<file path="src/rtl/pfir_da_pkg.sv">
package pfir_da_pkg;

  localparam int SAMPLE_W  = 8;
  localparam int PLANE_W   = $clog2(SAMPLE_W);
  localparam int GROUP_SZ  = 4;
  localparam int LUT_DEPTH = 1 << GROUP_SZ;

  typedef enum logic [1:0] {
    ST_IDLE,
    ST_RUN,
    ST_DONE
  } daState_t;

  // Strobes from control to datapath
  typedef struct packed {
    logic               load;    // capture sample, clear accumulator
    logic               accum;   // accumulate current bit-plane
    logic               negate;  // current plane is the sign plane
    logic [PLANE_W-1:0] plane;   // bit-plane index
    logic               finish;  // latch result, raise strobe
  } daStrobe_t;

endpackage

</file>
<file path="src/rtl/pfir_da_ctrl.sv">
module pfir_da_ctrl
  import pfir_da_pkg::*;
(
  input  logic      clk,
  input  logic      rstN,
  input  logic      sampleValid,
  output daStrobe_t strb
);

  localparam logic [PLANE_W-1:0] LAST_PLANE = PLANE_W'(SAMPLE_W - 1);

  daState_t           state;
  logic [PLANE_W-1:0] plane;

  always_ff @(posedge clk or negedge rstN) begin
    if (!rstN) begin
      state <= ST_IDLE;
      plane <= '0;
    end else begin
      case (state)
        ST_RUN: begin
          plane <= plane + 1'b1;
          if (plane == LAST_PLANE) state <= ST_DONE;
        end
        default: begin
          if (sampleValid) begin
            state <= ST_RUN;
            plane <= '0;
          end else begin
            state <= ST_IDLE;
          end
        end
      endcase
    end
  end

  always_comb begin
    strb.load   = sampleValid && (state != ST_RUN);
    strb.accum  = (state == ST_RUN);
    strb.negate = (state == ST_RUN) && (plane == LAST_PLANE);
    strb.plane  = plane;
    strb.finish = (state == ST_DONE);
  end

  // eight planes, then the finishing cycle
  a_r4_plane_sequence: assert property (@(posedge clk) disable iff (!rstN)
    (state == ST_RUN && plane == LAST_PLANE) |=> (state == ST_DONE));

  // a finishing cycle is always preceded by the sign plane
  a_r4_done_after_sign: assert property (@(posedge clk) disable iff (!rstN)
    (state == ST_DONE) |-> $past(state == ST_RUN && plane == LAST_PLANE));

endmodule

</file>
<file path="src/rtl/pfir_da_lut.sv">
module pfir_da_lut
  import pfir_da_pkg::*;
#(
  parameter int COEF_W = 8,
  parameter int LUT_W  = COEF_W + $clog2(GROUP_SZ)
) (
  input  logic [GROUP_SZ*COEF_W-1:0] coefs,
  input  logic [GROUP_SZ-1:0]        addr,
  output logic signed [LUT_W-1:0]    partial
);

  logic signed [LUT_W-1:0] entry [LUT_DEPTH];

  // Every entry is the sum of the coefficients whose address bit is set
  always_comb begin
    for (int a = 0; a < LUT_DEPTH; a++) begin
      entry[a] = '0;
      for (int j = 0; j < GROUP_SZ; j++) begin
        if (((a >> j) & 1) != 0)
          entry[a] = entry[a] + LUT_W'($signed(coefs[j*COEF_W +: COEF_W]));
      end
    end
  end

  assign partial = entry[addr];

endmodule

</file>
<file path="src/rtl/pfir_da_datapath.sv">
module pfir_da_datapath
  import pfir_da_pkg::*;
#(
  parameter int                        PROTO_LEN = 32,
  parameter int                        COEF_W    = 8,
  parameter int                        DECIM     = 2,
  parameter int                        BRANCH    = 0,
  parameter int                        OUT_W     = 21,
  parameter logic [PROTO_LEN*COEF_W-1:0] PROTO   = '0
) (
  input  logic                       clk,
  input  logic                       rstN,
  input  daStrobe_t                  strb,
  input  logic signed [SAMPLE_W-1:0] sampleIn,
  output logic                       resultValid,
  output logic signed [OUT_W-1:0]    resultOut
);

  localparam int NTAPS   = (PROTO_LEN + BRANCH + DECIM - 1) / DECIM;
  localparam int NGROUPS = (NTAPS + GROUP_SZ - 1) / GROUP_SZ;
  localparam int NPAD    = NGROUPS * GROUP_SZ;
  localparam int LUT_W   = COEF_W + $clog2(GROUP_SZ);
  localparam int SUM_W   = LUT_W + $clog2(NGROUPS) + 1;

  logic signed [SAMPLE_W-1:0] line [NTAPS];
  logic [NPAD*COEF_W-1:0]     coefVec;
  logic [NPAD-1:0]            planeBits;
  logic signed [LUT_W-1:0]    partial [NGROUPS];
  logic signed [SUM_W-1:0]    treeSum;
  logic signed [OUT_W-1:0]    term;
  logic signed [OUT_W-1:0]    acc;

  // Branch taps: prototype decimated by DECIM, offset by BRANCH
  for (genvar t = 0; t < NPAD; t++) begin : g_tap
    localparam int IDX = t * DECIM - BRANCH;
    if (t < NTAPS && IDX >= 0 && IDX < PROTO_LEN) begin : g_live
      assign coefVec[t*COEF_W +: COEF_W] = PROTO[IDX*COEF_W +: COEF_W];
    end else begin : g_zero
      assign coefVec[t*COEF_W +: COEF_W] = '0;
    end
    if (t < NTAPS) begin : g_bit
      assign planeBits[t] = line[t][strb.plane];
    end else begin : g_nobit
      assign planeBits[t] = 1'b0;
    end
  end

  for (genvar g = 0; g < NGROUPS; g++) begin : g_grp
    pfir_da_lut #(
      .COEF_W(COEF_W),
      .LUT_W (LUT_W)
    ) u_lut (
      .coefs  (coefVec[g*GROUP_SZ*COEF_W +: GROUP_SZ*COEF_W]),
      .addr   (planeBits[g*GROUP_SZ +: GROUP_SZ]),
      .partial(partial[g])
    );
  end

  always_comb begin
    treeSum = '0;
    for (int g = 0; g < NGROUPS; g++) treeSum = treeSum + SUM_W'(partial[g]);
  end

  assign term = OUT_W'(treeSum) <<< strb.plane;

  always_ff @(posedge clk or negedge rstN) begin
    if (!rstN) begin
      for (int i = 0; i < NTAPS; i++) line[i] <= '0;
    end else if (strb.load) begin
      line[0] <= sampleIn;
      for (int i = 1; i < NTAPS; i++) line[i] <= line[i-1];
    end
  end

  always_ff @(posedge clk or negedge rstN) begin
    if (!rstN)            acc <= '0;
    else if (strb.load)   acc <= '0;
    else if (strb.accum)  acc <= strb.negate ? (acc - term) : (acc + term);
  end

  always_ff @(posedge clk or negedge rstN) begin
    if (!rstN) begin
      resultOut   <= '0;
      resultValid <= 1'b0;
    end else begin
      resultValid <= strb.finish;
      if (strb.finish) resultOut <= acc;
    end
  end

  // the subtracting plane is always the most significant one
  a_r3_sign_plane_last: assert property (@(posedge clk) disable iff (!rstN)
    (strb.accum && strb.negate) |-> (strb.plane == PLANE_W'(SAMPLE_W - 1)));

  // no sample enters the delay line while planes are being accumulated
  a_r5_line_frozen: assert property (@(posedge clk) disable iff (!rstN)
    strb.accum |=> (line[0] == $past(line[0])));

  // result held while no finish strobe
  a_r6_result_hold: assert property (@(posedge clk) disable iff (!rstN)
    !strb.finish |=> $stable(resultOut));

  // strobe lasts one cycle
  a_r4_single_pulse: assert property (@(posedge clk) disable iff (!rstN)
    resultValid |=> !resultValid);

endmodule

</file>
<file path="src/rtl/pfir_da_branch.sv">
module pfir_da_branch
  import pfir_da_pkg::*;
#(
  parameter int                        PROTO_LEN = 32,
  parameter int                        COEF_W    = 8,
  parameter int                        DECIM     = 2,
  parameter int                        BRANCH    = 0,
  parameter int                        OUT_W     = 21,
  parameter logic [PROTO_LEN*COEF_W-1:0] PROTO   =
    256'h01FEFDFF030706FEF3ECF40E345A767F7F765A340EF4ECF3FE060703FFFDFE01
) (
  input  logic                       clk,
  input  logic                       rstN,
  input  logic                       sampleValid,
  input  logic signed [SAMPLE_W-1:0] sampleIn,
  output logic                       resultValid,
  output logic signed [OUT_W-1:0]    resultOut
);

  daStrobe_t strb;

  pfir_da_ctrl u_ctrl (
    .clk        (clk),
    .rstN       (rstN),
    .sampleValid(sampleValid),
    .strb       (strb)
  );

  pfir_da_datapath #(
    .PROTO_LEN(PROTO_LEN),
    .COEF_W   (COEF_W),
    .DECIM    (DECIM),
    .BRANCH   (BRANCH),
    .OUT_W    (OUT_W),
    .PROTO    (PROTO)
  ) u_dp (
    .clk        (clk),
    .rstN       (rstN),
    .strb       (strb),
    .sampleIn   (sampleIn),
    .resultValid(resultValid),
    .resultOut  (resultOut)
  );

  // a strobe appears ten sampling edges after the accepting one
  a_r4_latency: assert property (@(posedge clk) disable iff (!rstN)
    resultValid |-> $past(strb.load, 10));

endmodule

</file>
<file path="config.mk">
export PLATFORM = sky130hd
export DESIGN_NAME = pfir_da_branch
export DESIGN_NICKNAME = d
export VERILOG_FILES = /design/src/rtl/pfir_da_pkg.sv /design/src/rtl/pfir_da_ctrl.sv /design/src/rtl/pfir_da_lut.sv /design/src/rtl/pfir_da_datapath.sv /design/src/rtl/pfir_da_branch.sv
export SDC_FILE = /design/constraint.sdc
export NUM_CORES = 1
export LEC_CHECK = 0
export BUFFER_PORTS_ARGS = -buffer_cell sky130_fd_sc_hd__buf_4
export CAP_MARGIN = 5
export CORE_MARGIN = 10
export CORE_UTILIZATION = 30
export CTS_BUF_LIST = sky130_fd_sc_hd__clkbuf_16
export DETAILED_ROUTE_END_ITERATION = 10
export GPL_TIMING_DRIVEN = 0
export HOLD_SLACK_MARGIN = 0.06
export PLACE_DENSITY = 0.49
export SYNTH_ARGS = -nofsm -noshare
export SYNTH_HDL_FRONTEND = slang
export SYNTH_SLANG_ARGS = --single-unit
</file>
<file path="constraint.sdc">
create_clock -name clk -period 25.2 [get_ports clk]
set_input_delay 5.04 -clock clk [delete_from_list [all_inputs] [get_ports clk]]
set_output_delay 5.04 -clock clk [all_outputs]
set_load 0.05 [all_outputs]
</file>
==> results.cfg <==
[finish]
area_delta_synth_final_pct = 12.7
antenna_cells = 0
layout.nets = 1216
drive_gt1_share_pct = 24.5

[routing]
drtIter0Drc = 536
drc = 0
routedWlPerCell_um = 17.8
first_pass_iters = 5
routed_wl_mm = 29.6
drtAntennaViolNets = 0
num_vias = 8564
drt-vias-per-instance = 5.16

[critical_path]
startpoint_type = register
crit_slowest_cell = buf_1
crit_path_end_kind = register
required_ns = 25.52
crit_path_max_fanout = 10
cp.arrival_ns = 13.97
max_stage_delay_ns = 0.84
path_class = register to register

[die]
dieArea_um2 = 47800
start_util_pct = 30.5
num_rows = 72
die_w_um = 219
io_pins = 33
core_area_um2 = 38800
die_h_um = 219

[logic_synthesis]
seq_area_frac_synth_pct = 37.2
yosysWarnings = 0
synth-edff-count = 0
synth_area_um2 = 11800
synth_seq_cells = 176
synth_ff_type = dfrtp_1
syn_nets = 1164
synthDistinctLibCells = 73
syn-instance-count = 1078
synth-async-reset-ratio_pct = 100
syn_avg_cell_area_um2 = 11.0

[grt]
antenna_found_initial = 0
grt-ovfl-total = 0
grt_usage_pct = 12.6
grt_max_degree = 94
grt_pass1_vias = 8557
grt_pass1_wl_mm = 48.2

[run]
maxCapViolations = 0

[placed_design]
io_buffers = 32
gp_congestion = 0.848
dp_hpwl_mm = 22.3

[clock_network]
cts_root_buf = clkbuf_16
post_cts_resized = 0
cts_made_buffers = 17
clock-sinks = 176
tritoncts = yes
hold_buffers = 0
cts_buffer_depth = 2
clkTransAtPathRegs_ns = 0.07
h-tree-depth = 4
clk_latency_ns = 0.46
post_cts_buffers = 0

[run_status]
status = finished clean

[timing]
slew_headroom_pct = 30.6
max_freq_ghz = 0.0733
fin_skew_ns = 0.0249
finalSetupViolCount = 0
fin_tns_setup_ns = 0
tightest_slew_ns = 1.04
rsz0062_at_grt = no
slew_viol_final = 0
fin_crit_ns = 13.65
finalHoldViolCount = 0
min_period_over_period_pct = 54.2

[hold_path]
hp-class = register to register
[cells by family (layout without fill, tap and decap cells)]
logic type	after synthesis	in the layout	synth area share, %
compound gates	218	218	12.7
buf+inv	106	171	3.52
xor+xnor	56	56	4.15
mux	215	215	23.6
fa+ha+maj	75	75	8.69
simple gates	232	232	10.1
flops	176	176	37.2
[registers in the layout, indices dropped and copies added (netlist names)]
signal            count
u_dp.resultValid      1
u_ctrl.plane          3
u_dp.line           128
u_dp.acc             21
u_dp.resultOut       21
u_ctrl.state          2
[cell usage in the layout, fill, tap and decap left out, drive strengths merged, types with 8 or more instances in the layout]
cell type    n
dfrtp      176
mux2       155
ha          63
clkbuf      63
nand2       61
o21ai       57
nor2        51
buf         50
inv         49
mux4        36
a21oi       32
xnor2       31
xor2        25
mux2i       24
nand3b      22
a21o        17
nand2b      16
nor3        15
nand3       13
a31oi       12
fa          12
o31ai       11
a211oi       9
o21bai       8
or3          8
o211ai       8
[cells in the mapped netlist, drive strengths merged (11+ instances only)]
cell,instances,area share [%]
a31oi,12,0.63
mux4,36,6.9
xor2,25,1.9
inv,43,1.4
dfrtp,176,37
nor3,15,0.63
buf,17,0.70
nor2,51,1.6
o31ai,11,0.74
o21ai,57,2.4
mux2i,24,2.0
nand3,13,0.55
fa,12,2.0
xnor2,31,2.3
ha,63,6.7
nand2b,16,0.85
clkbuf,46,1.5
mux2,155,15
nand3b,22,1.4
a21oi,32,1.4
a21o,17,1.1
nand2,61,1.9
[layout make-up]
cell class	instances	area [um2]
fill	3929	25500
multi-input combinational	796	7010
sequential	176	4400
tap	518	648
clock buffer	17	425
timing repair buffer	33	275
buffer	63	255
inverter	43	161
clock inverter	15	155
[critical path, delay by kind of cell, from the launching register on]
family,cells,cell delay (ns)
adders and majority gates,5,2.02
DFF,1,0.36
AOI/OAI and AO/OA,16,4.21
and+or+nand+nor,9,1.43
buffers and inverters,7,3.49
muxes,4,1.56
xor gates and xnor gates,3,0.43
[metrics by stage]
step	setup slack [ns]	std cells	hold WS (ns)	instance area [um2]	util, %
after floorplan	14.79	1078	0.474	11800	-
after global placement	11.62	1628	0.468	12700	32.8
after detailed placement	11.69	1629	0.474	12800	32.9
after CTS	11.62	1661	0.491	13300	34.3
after global routing	10.54	1661	0.513	13300	34.3
final	11.55	1661	0.483	13300	34.3
[per-layer routing]
| metal | vias up | track usage (%) | part of all wire [%] |
|---|---|---|---|
| met3 | 18 | 2.02 | 3.1 |
| met2 | 130 | 20.0 | 47 |
| li1 | 4081 | - | - |
| met5 | - | 0 | 0 |
| met4 | 0 | 3.15 | 1.0 |
| met1 | 4335 | 17.4 | 48 |
[path summary, 6_finish.rpt]
| kind | to | from | slack (ns) | cells past startpoint |
|---|---|---|---|---|
| min in group asynchronous | u_dp.resultOut[15] | rstN | 4.59 | 1 |
| worst min register to register | u_dp.resultOut[20] | u_dp.resultOut[20] | 0.48 | 2 |
| worst max-delay path | u_dp.acc[20] | u_ctrl.plane[0] | 11.55 | 44 |
| worst max register to register | u_dp.acc[20] | u_ctrl.plane[0] | 11.55 | 44 |
| max in group asynchronous | u_dp.line[113] | rstN | 19.65 | 2 |
| worst min-delay path | u_dp.resultOut[20] | u_dp.resultOut[20] | 0.48 | 2 |
Power is not shown: default switching activity piles up to over one toggle a cycle in this logic, so the estimate is an artifact.
